File: src/rtl/fsig_pkg.sv
package fsig_pkg;

  localparam int CRC_W = 32;
  localparam logic [CRC_W-1:0] REFL_POLY = 32'hEDB88320;
  localparam logic [CRC_W-1:0] CRC_SEED  = '1;

  typedef logic [CRC_W-1:0] crc_t;

endpackage

File: src/rtl/fsig_bitrev.sv
module fsig_bitrev #(
  parameter int W = 32
) (
  input  logic [W-1:0] in_i,
  output logic [W-1:0] out_o
);

  for (genvar i = 0; i < W; i++) begin : g_swap
    assign out_o[i] = in_i[W-1-i];
  end

endmodule

File: src/rtl/fsig_crc_step.sv
// One full word folded into a reflected CRC in a single cycle:
// an unrolled chain of LSB-first shift stages.
module fsig_crc_step
  import fsig_pkg::*;
#(
  parameter int WORD_W = 32
) (
  input  crc_t              crc_i,
  input  logic [WORD_W-1:0] word_i,
  output crc_t              crc_o
);

  crc_t chain [0:WORD_W];

  assign chain[0] = crc_i;

  for (genvar i = 0; i < WORD_W; i++) begin : g_stage
    logic fb;
    assign fb           = chain[i][0] ^ word_i[i];
    assign chain[i+1]   = (chain[i] >> 1) ^ ({CRC_W{fb}} & REFL_POLY);
  end

  assign crc_o = chain[WORD_W];

endmodule

File: src/rtl/fsig_frame_ctl.sv
// Frame bracketing: tracks whether a frame is open and decides, per cycle,
// whether to seed the engine, fold a word, or report the closing frame.
module fsig_frame_ctl (
  input  logic clk_i,
  input  logic rst_ni,
  input  logic enable_i,
  input  logic frame_start_i,
  input  logic pix_valid_i,
  output logic load_seed_o,
  output logic advance_o,
  output logic report_o
);

  logic open_q;
  logic open_d;

  always_comb begin
    load_seed_o = enable_i & frame_start_i;
    report_o    = enable_i & frame_start_i & open_q;
    advance_o   = enable_i & pix_valid_i & (open_q | frame_start_i);
    if (enable_i) begin
      open_d = open_q | frame_start_i;
    end else begin
      open_d = 1'b0;
    end
  end

  always_ff @(posedge clk_i or negedge rst_ni) begin
    if (!rst_ni) begin
      open_q <= 1'b0;
    end else begin
      open_q <= open_d;
    end
  end

endmodule

File: src/rtl/fsig_engine.sv
module fsig_engine
  import fsig_pkg::*;
#(
  parameter int WORD_W = 32
) (
  input  logic              clk_i,
  input  logic              rst_ni,
  input  logic              load_seed_i,
  input  logic              advance_i,
  input  logic [WORD_W-1:0] word_i,
  output crc_t              crc_o
);

  logic [WORD_W-1:0] word_flip;
  crc_t              crc_q;
  crc_t              crc_d;
  crc_t              step_base;
  crc_t              step_out;
  logic              crc_en;

  fsig_bitrev #(.W(WORD_W)) u_in_flip (
    .in_i  (word_i),
    .out_o (word_flip)
  );

  fsig_crc_step #(.WORD_W(WORD_W)) u_step (
    .crc_i  (step_base),
    .word_i (word_flip),
    .crc_o  (step_out)
  );

  always_comb begin
    step_base = load_seed_i ? CRC_SEED : crc_q;
    crc_en    = load_seed_i | advance_i;
    crc_d     = advance_i ? step_out : step_base;
  end

  always_ff @(posedge clk_i or negedge rst_ni) begin
    if (!rst_ni) begin
      crc_q <= CRC_SEED;
    end else if (crc_en) begin
      crc_q <= crc_d;
    end
  end

  assign crc_o = crc_q;

  AST_SEED_ON_START: assert property (@(posedge clk_i) disable iff (!rst_ni)
    (load_seed_i && !advance_i) |=> (crc_q == CRC_SEED));

  AST_IDLE_HOLDS_CRC: assert property (@(posedge clk_i) disable iff (!rst_ni)
    (!load_seed_i && !advance_i) |=> $stable(crc_q));

endmodule

File: src/rtl/fsig_frame_sig.sv
module fsig_frame_sig
  import fsig_pkg::*;
#(
  parameter int WORD_W = 32
) (
  input  logic              clk_i,
  input  logic              rst_ni,
  input  logic              enable_i,
  input  logic              frame_start_i,
  input  logic              pix_valid_i,
  input  logic [WORD_W-1:0] pix_data_i,
  output logic [CRC_W-1:0]  sig_value_o,
  output logic              sig_strobe_o
);

  logic load_seed;
  logic advance;
  logic report;
  crc_t crc_acc;
  crc_t crc_flip;

  crc_t sig_q;
  crc_t sig_d;
  logic strobe_q;

  fsig_frame_ctl u_ctl (
    .clk_i         (clk_i),
    .rst_ni        (rst_ni),
    .enable_i      (enable_i),
    .frame_start_i (frame_start_i),
    .pix_valid_i   (pix_valid_i),
    .load_seed_o   (load_seed),
    .advance_o     (advance),
    .report_o      (report)
  );

  fsig_engine #(.WORD_W(WORD_W)) u_engine (
    .clk_i       (clk_i),
    .rst_ni      (rst_ni),
    .load_seed_i (load_seed),
    .advance_i   (advance),
    .word_i      (pix_data_i),
    .crc_o       (crc_acc)
  );

  fsig_bitrev #(.W(CRC_W)) u_out_flip (
    .in_i  (crc_acc),
    .out_o (crc_flip)
  );

  always_comb begin
    sig_d = report ? crc_flip : sig_q;
  end

  always_ff @(posedge clk_i or negedge rst_ni) begin
    if (!rst_ni) begin
      sig_q    <= '0;
      strobe_q <= 1'b0;
    end else begin
      sig_q    <= sig_d;
      strobe_q <= report;
    end
  end

  assign sig_value_o  = sig_q;
  assign sig_strobe_o = strobe_q;

  AST_STROBE_AFTER_START: assert property (@(posedge clk_i) disable iff (!rst_ni)
    sig_strobe_o |-> $past(frame_start_i && enable_i));

  AST_OFF_NO_STROBE: assert property (@(posedge clk_i) disable iff (!rst_ni)
    !enable_i |=> !sig_strobe_o);

  AST_VALUE_HELD: assert property (@(posedge clk_i) disable iff (!rst_ni)
    !sig_strobe_o |-> $stable(sig_value_o));

endmodule

File: config.mk
export PLATFORM = sky130hd
export DESIGN_NAME = fsig_frame_sig
export DESIGN_NICKNAME = d
export VERILOG_FILES = /design/src/rtl/fsig_pkg.sv /design/src/rtl/fsig_bitrev.sv /design/src/rtl/fsig_crc_step.sv /design/src/rtl/fsig_frame_ctl.sv /design/src/rtl/fsig_engine.sv /design/src/rtl/fsig_frame_sig.sv
export SDC_FILE = /design/constraint.sdc
export NUM_CORES = 1
export LEC_CHECK = 0
export CAP_MARGIN = 40
export CORE_MARGIN = 2
export CORE_UTILIZATION = 30
export CTS_BUF_LIST = sky130_fd_sc_hd__clkbuf_16
export DETAILED_ROUTE_END_ITERATION = 6
export GPL_ROUTABILITY_DRIVEN = 0
export PLACE_DENSITY_LB_ADDON = 0.25
export SYNTH_ARGS = -nofsm -noshare
export SYNTH_HDL_FRONTEND = slang
export SYNTH_SLANG_ARGS = --single-unit
File: constraint.sdc
create_clock -name clk_i -period 4.89 [get_ports clk_i]
set_input_delay 0.489 -clock clk_i [delete_from_list [all_inputs] [get_ports clk_i]]
set_output_delay 0.489 -clock clk_i [all_outputs]
set_load 0.03 [all_outputs]
Yosys cells after proc, flatten, opt, wreduce, memory -nomap -nowiden
Cells that the tools add are included.

operators by class
  bitwise logic cells = 70
  multiplexer cells = 3

operator list
  cell              number
  $xor A31 B32 Y32  32
  $mux W32          2
  $xor A1 B1 Y1     32
  $and A1 B1 Y1     4
  $or A1 B1 Y1      2
  $mux W1           1

storage, ports and cells
  bits of input ports = 37
  register bits after elaboration = 66
  output and inout bits = 33

Longest topological paths before layout
  word-level depth = 67
  depth in mapped cells = 15

By module
From an unflattened synthesis, not the netlist that was laid out.

unflattened totals
  cell total of the unflattened synthesis = 508
  area, all modules = 6703.9 um2

by module, submodules not included
  module          cells an instance  area an instance (um2)  instances
  fsig_crc_step   267                3355.7                  1
  fsig_engine     103                1442.6                  1
  fsig_frame_sig  69                 1370.1                  1
  fsig_bitrev     32                 240.2                   2
  fsig_frame_ctl  5                  55.1                    1

Least setup slack after synthesis
No wires, ideal clock.

  path type = input to register
  start point = in enable_i
  end point = reg u_engine.crc_q[19] (netlist: u_engine.crc_o[19])
  slack = 0.927 ns
  required time = 4.817 ns
  stages on the path = 12
  path buffers = 2
  arrival = 3.890 ns
  library setup time = 0.073 ns
  cells stage by stage = buf_4 and2_4 buf_6 nor2_8 xnor2_4 xnor3_4 xnor3_2 xnor3_2 xnor3_2 xnor3_2 xnor3_1 a21oi_1

on the way
  cells in the longest elaborated chain, start to end = 41
  elaborated cells on any way between the ends = 69
  classes of those cells = 2 x mux; 67 x bitwise

RTL lines
  element                                                   RTL line                                  source
  from (decl)                                               fsig_frame_sig.sv:8                       input logic enable_i,
  $and A1 B1 Y1                                             fsig_frame_ctl.sv:18                      load_seed_o = enable_i & frame_start_i;
  $mux W32                                                  fsig_engine.sv:33                         step_base = load_seed_i ? CRC_SEED : crc_q;
  $xor A1 B1 Y1 / $xor A31 B32 Y32 (equally long branches)  fsig_crc_step.sv:19, fsig_crc_step.sv:20
  $xor A31 B32 Y32 / $xor A1 B1 Y1 (equally long branches)  fsig_crc_step.sv:20, fsig_crc_step.sv:19
  $xor A31 B32 Y32 (5 in series)                            fsig_crc_step.sv:20                       assign chain[i+1] = (chain[i] >> 1) ^ ({CRC_W{fb}} & REFL_POLY);
  $xor A1 B1 Y1 / $xor A31 B32 Y32 (equally long branches)  fsig_crc_step.sv:19, fsig_crc_step.sv:20
  $xor A31 B32 Y32 / $xor A1 B1 Y1 (equally long branches)  fsig_crc_step.sv:20, fsig_crc_step.sv:19
  $xor A31 B32 Y32 (5 in series)                            fsig_crc_step.sv:20
  [... 9 more ...]                                          n/a
  $xor A31 B32 Y32 (5 in series)                            fsig_crc_step.sv:20
  $xor A1 B1 Y1 / $xor A31 B32 Y32 (equally long branches)  fsig_crc_step.sv:19, fsig_crc_step.sv:20
  $xor A31 B32 Y32 / $xor A1 B1 Y1 (equally long branches)  fsig_crc_step.sv:20, fsig_crc_step.sv:19
  $xor A31 B32 Y32 (5 in series)                            fsig_crc_step.sv:20
  $xor A1 B1 Y1 / $xor A31 B32 Y32 (equally long branches)  fsig_crc_step.sv:19, fsig_crc_step.sv:20
  $xor A31 B32 Y32 / $xor A1 B1 Y1 (equally long branches)  fsig_crc_step.sv:20, fsig_crc_step.sv:19
  $xor A31 B32 Y32                                          fsig_crc_step.sv:20
  $mux W32                                                  fsig_engine.sv:35                         crc_d = advance_i ? step_out : step_base;
  to (signal assigned)                                      fsig_engine.sv:42                         crc_q <= crc_d;
  to (decl)                                                 fsig_engine.sv:15                         crc_t crc_q;

Several ways; a longest one is shown, not always the timed one.
A chain may end at the register's enable or synchronous reset.

Worst setup path after layout
  start point = in frame_start_i
  end point = reg u_engine.crc_q[19] (netlist: u_engine.crc_o[19])

on the way
  cells in the longest elaborated chain, start to end = 41
  elaborated cells on any way between the ends = 69
  classes of those cells = 2 x mux; 67 x bitwise

RTL lines
  element                                                   RTL line                                  source
  from (decl)                                               fsig_frame_sig.sv:9                       input logic frame_start_i,
  $and A1 B1 Y1                                             fsig_frame_ctl.sv:18
  $mux W32                                                  fsig_engine.sv:33
  $xor A1 B1 Y1 / $xor A31 B32 Y32 (equally long branches)  fsig_crc_step.sv:19, fsig_crc_step.sv:20
  $xor A31 B32 Y32 / $xor A1 B1 Y1 (equally long branches)  fsig_crc_step.sv:20, fsig_crc_step.sv:19
  $xor A31 B32 Y32 (5 in series)                            fsig_crc_step.sv:20
  $xor A1 B1 Y1 / $xor A31 B32 Y32 (equally long branches)  fsig_crc_step.sv:19, fsig_crc_step.sv:20
  $xor A31 B32 Y32 / $xor A1 B1 Y1 (equally long branches)  fsig_crc_step.sv:20, fsig_crc_step.sv:19
  $xor A31 B32 Y32 (5 in series)                            fsig_crc_step.sv:20
  [... 9 more ...]                                          n/a
  $xor A31 B32 Y32 (5 in series)                            fsig_crc_step.sv:20
  $xor A1 B1 Y1 / $xor A31 B32 Y32 (equally long branches)  fsig_crc_step.sv:19, fsig_crc_step.sv:20
  $xor A31 B32 Y32 / $xor A1 B1 Y1 (equally long branches)  fsig_crc_step.sv:20, fsig_crc_step.sv:19
  $xor A31 B32 Y32 (5 in series)                            fsig_crc_step.sv:20
  $xor A1 B1 Y1 / $xor A31 B32 Y32 (equally long branches)  fsig_crc_step.sv:19, fsig_crc_step.sv:20
  $xor A31 B32 Y32 / $xor A1 B1 Y1 (equally long branches)  fsig_crc_step.sv:20, fsig_crc_step.sv:19
  $xor A31 B32 Y32                                          fsig_crc_step.sv:20
  $mux W32                                                  fsig_engine.sv:35

Several ways; a longest one is shown, not always the timed one.

==> impl_metrics.ini <==
[clock_tree]
postCtsHoldBufs = 0
cts_made_buffers = 9
h-tree-depth = 3
insertion_delay_ns = 0.33
clockRootBuffer = clkbuf_16
cts_repair_resize_count = 0
cts.sinks = 66
post-cts-setup-buffers = 0
clk_pin_slew_worst_paths_ns = 0.06
cts_tree = done
clockBufferDepth = 2

[synthesis]
synth_edf_count = 0
synth_most_common_cell = xnor2_1
yosys-mux-area-fraction_pct = 5.66
synth-adder-area-share_pct = 0
yosys.area_share.simple_pct = 4.83
synth_top_area_share_pct = 22.7
synth_compound_area_share_pct = 3.97
synth_area_leaders = xnor2_1 (23%), xnor3_1 (13%), dfrtp_1 (13%)
synthCells = 528
synthTopCellsByCount = xnor2_1 (165), xor2_1 (42), xnor3_1 (38)
synth_warnings = 0
synthDistinctLibCells = 34
synth_ff_type = dfrtp_1
ys_ff_latch = 66
async_flop_share_pct = 100
synth_nets = 565
seq_area_frac_synth_pct = 26.6
syn_area_sq_um = 6370
synth.avg_cell_area_sq_um = 12.1
synth_xor_area_share_pct = 56.3
synth_top_family_by_area = XOR/XNOR gates
yosys.area.top_type = xnor2_1

[setup_path]
critPathMaxStageDelay_ns = 0.51
crit_required_ns = 5.15
end_kind = flip-flop
path_common_cell = xnor3_2
reg2reg_depth = 10
path_buf_inv = 3
cp-start-kind = input pin
crit_type = input pin to flip-flop
crit_fanout = 52
r2r_start = u_engine.crc_o[0]
critical_path_arrival_ns = 4.60
worst-r2r-setup-slack_ns = 0.70
path_cells = clkdlybuf4s50_1 -> and2_4 -> buf_12 -> nor2_1 -> xnor2_1 -> xnor3_2 -> inv_1 -> xnor3_2 -> xnor3_2 -> xnor2_2 -> xnor3_1 -> a21oi_1
r2r_end = u_engine.crc_o[23]
cp_top_family = XOR/XNOR gates
crit_slowest_cell = xnor3_2

[route]
wirelength_um = 17900
wl_met1_um = 8110
top_layer_used = met4
drt_iter0_drc = 225
firstDrtPassIters = 4
wl_met2_um = 8390
drc_errors = 0
vias = 3965
ant_nets = 0
via_per_inst = 4.49
routedWlPerCell_um = 20.2
dr_wl_met3_um = 1030

[timing]
finalSetupViolCount = 0
tns_ns = 0
skew_ns = 0.00709
fmax_mhz = 231
finalWorstSetupSlack_ns = 0.552
period_minus_slack_ns = 4.34
finalHoldViolCount = 0
tightestPinTransition_ns = 0.855
period_share_pct = 88.7
slew_violations = 0
grt_setup_unrepaired = no
relSlewSlack_pct = 43.0

[final_layout]
final_util_pct = 37.0
num_antenna_cells = 0
nNetsFinal = 641
syn_to_final_growth_pct = 21.6
drive_gt1_share_pct = 25.0

[floorplan]
fp-row-count = 53
die-area_sq_um = 22400
die_w_um = 150
core_area_sq_um = 21000
initial_core_util_pct = 30.4
io_pins = 70
die_h_um = 150

[global_routing]
grt_max_degree = 67
grt_pass1_wl_um = 26900
grtUsageTotal_pct = 16.4
grt_pass1_vias = 4342
globalRouteOverflowTotal = 0
antenna_found_initial = 0

[flow_run]
max_cap_viol_count = 0

[placement]
portBuffers = 69
hpwl_um = 14400
preCtsSetupSlack_ns = 0.239

[status]
status = finished, final reports clean

[worst_hold_path]
min_path_type = input pin to async pin
==> layout by cell type (no fill, tap or decap), types with 3 or more instances in the layout <==
| cell type | n |
|---|---|
| mux2_2 | 32 |
| xnor3_1 | 38 |
| xnor2_4 | 4 |
| buf_4 | 24 |
| xor2_1 | 42 |
| xor2_2 | 4 |
| xnor2_2 | 17 |
| o21ai_1 | 4 |
| a21oi_1 | 24 |
| nor3_1 | 17 |
| nor2_1 | 27 |
| nor2_4 | 3 |
| dfrtp_1 | 34 |
| dfstp_2 | 32 |
| nand2_1 | 7 |
| xnor2_1 | 165 |
| xnor3_2 | 9 |
| xor3_1 | 5 |
| o21ai_0 | 21 |
| inv_1 | 3 |
| clkbuf_16 | 9 |
| clkdlybuf4s50_1 | 68 |
==> worst register-to-register path, delay by kind of cell (launching register included) <==
kind	cells	cell delay, ns
compound gates	1	0.12
xor+xnor	8	3.26
flops	1	0.67
simple gates	1	0.06
==> layout make-up <==
type	instances	area [sq um]
Inverter	2	7.51
Sequential cell	66	1690
Clock inverter	7	71.3
Tap cell	275	344
Multi-Input combinational cell	430	4500
Timing Repair Buffer	95	901
Clock buffer	9	225
Fill cell	2083	13200
==> worst max path at each step <==
stage             startpoint                 end  slack [ns]  cells past startpoint
2_1_floorplan       enable_i  u_engine.crc_o[19]        0.93                     12
3_3_place_gp        enable_i  u_engine.crc_o[19]        0.27                     12
3_5_place_dp   frame_start_i  u_engine.crc_o[19]        0.24                     12
4_1_cts        frame_start_i  u_engine.crc_o[19]        0.57                     12
5_1_grt        frame_start_i  u_engine.crc_o[23]        0.43                     12
6_report       frame_start_i  u_engine.crc_o[19]        0.55                     12
==> layer usage <==
layer,GRT usage [%],up-vias
met4,4.06,0
li1,-,1881
met3,3.11,20
met1,22.4,1943
met2,27.0,121
met5,0,-
==> sequential cells by signal, indices dropped and copies added, names as in the netlist <==
name / flops
sig_value_o: 32
u_engine.crc_o: 32
sig_strobe_o: 1
u_ctl.open_q: 1
==> per-stage QoR <==
step | hold slack, ns | instance area [sq um] | cells
finish | 0.329 | 7740 | 884
global route | 0.404 | 7740 | 884
CTS | 0.364 | 7740 | 884
detailed placement | 0.494 | 7450 | 868
global placement | 0.490 | 7430 | 867
floorplan | 0.193 | 6370 | 528
==> cells by family (layout without fill, tap and decap cells) <==
logic type | Yosys count | count (layout)
DFF | 66 | 66
xor gates and xnor gates | 289 | 289
buffers and inverters | 32 | 113
muxes | 32 | 32
and+or+nand+nor | 59 | 59
AOI/OAI and AO/OA | 50 | 50
Power is left out: the tool's default activity adds up to more than one toggle a clock period on the data nets, which glitch-free logic cannot reach.
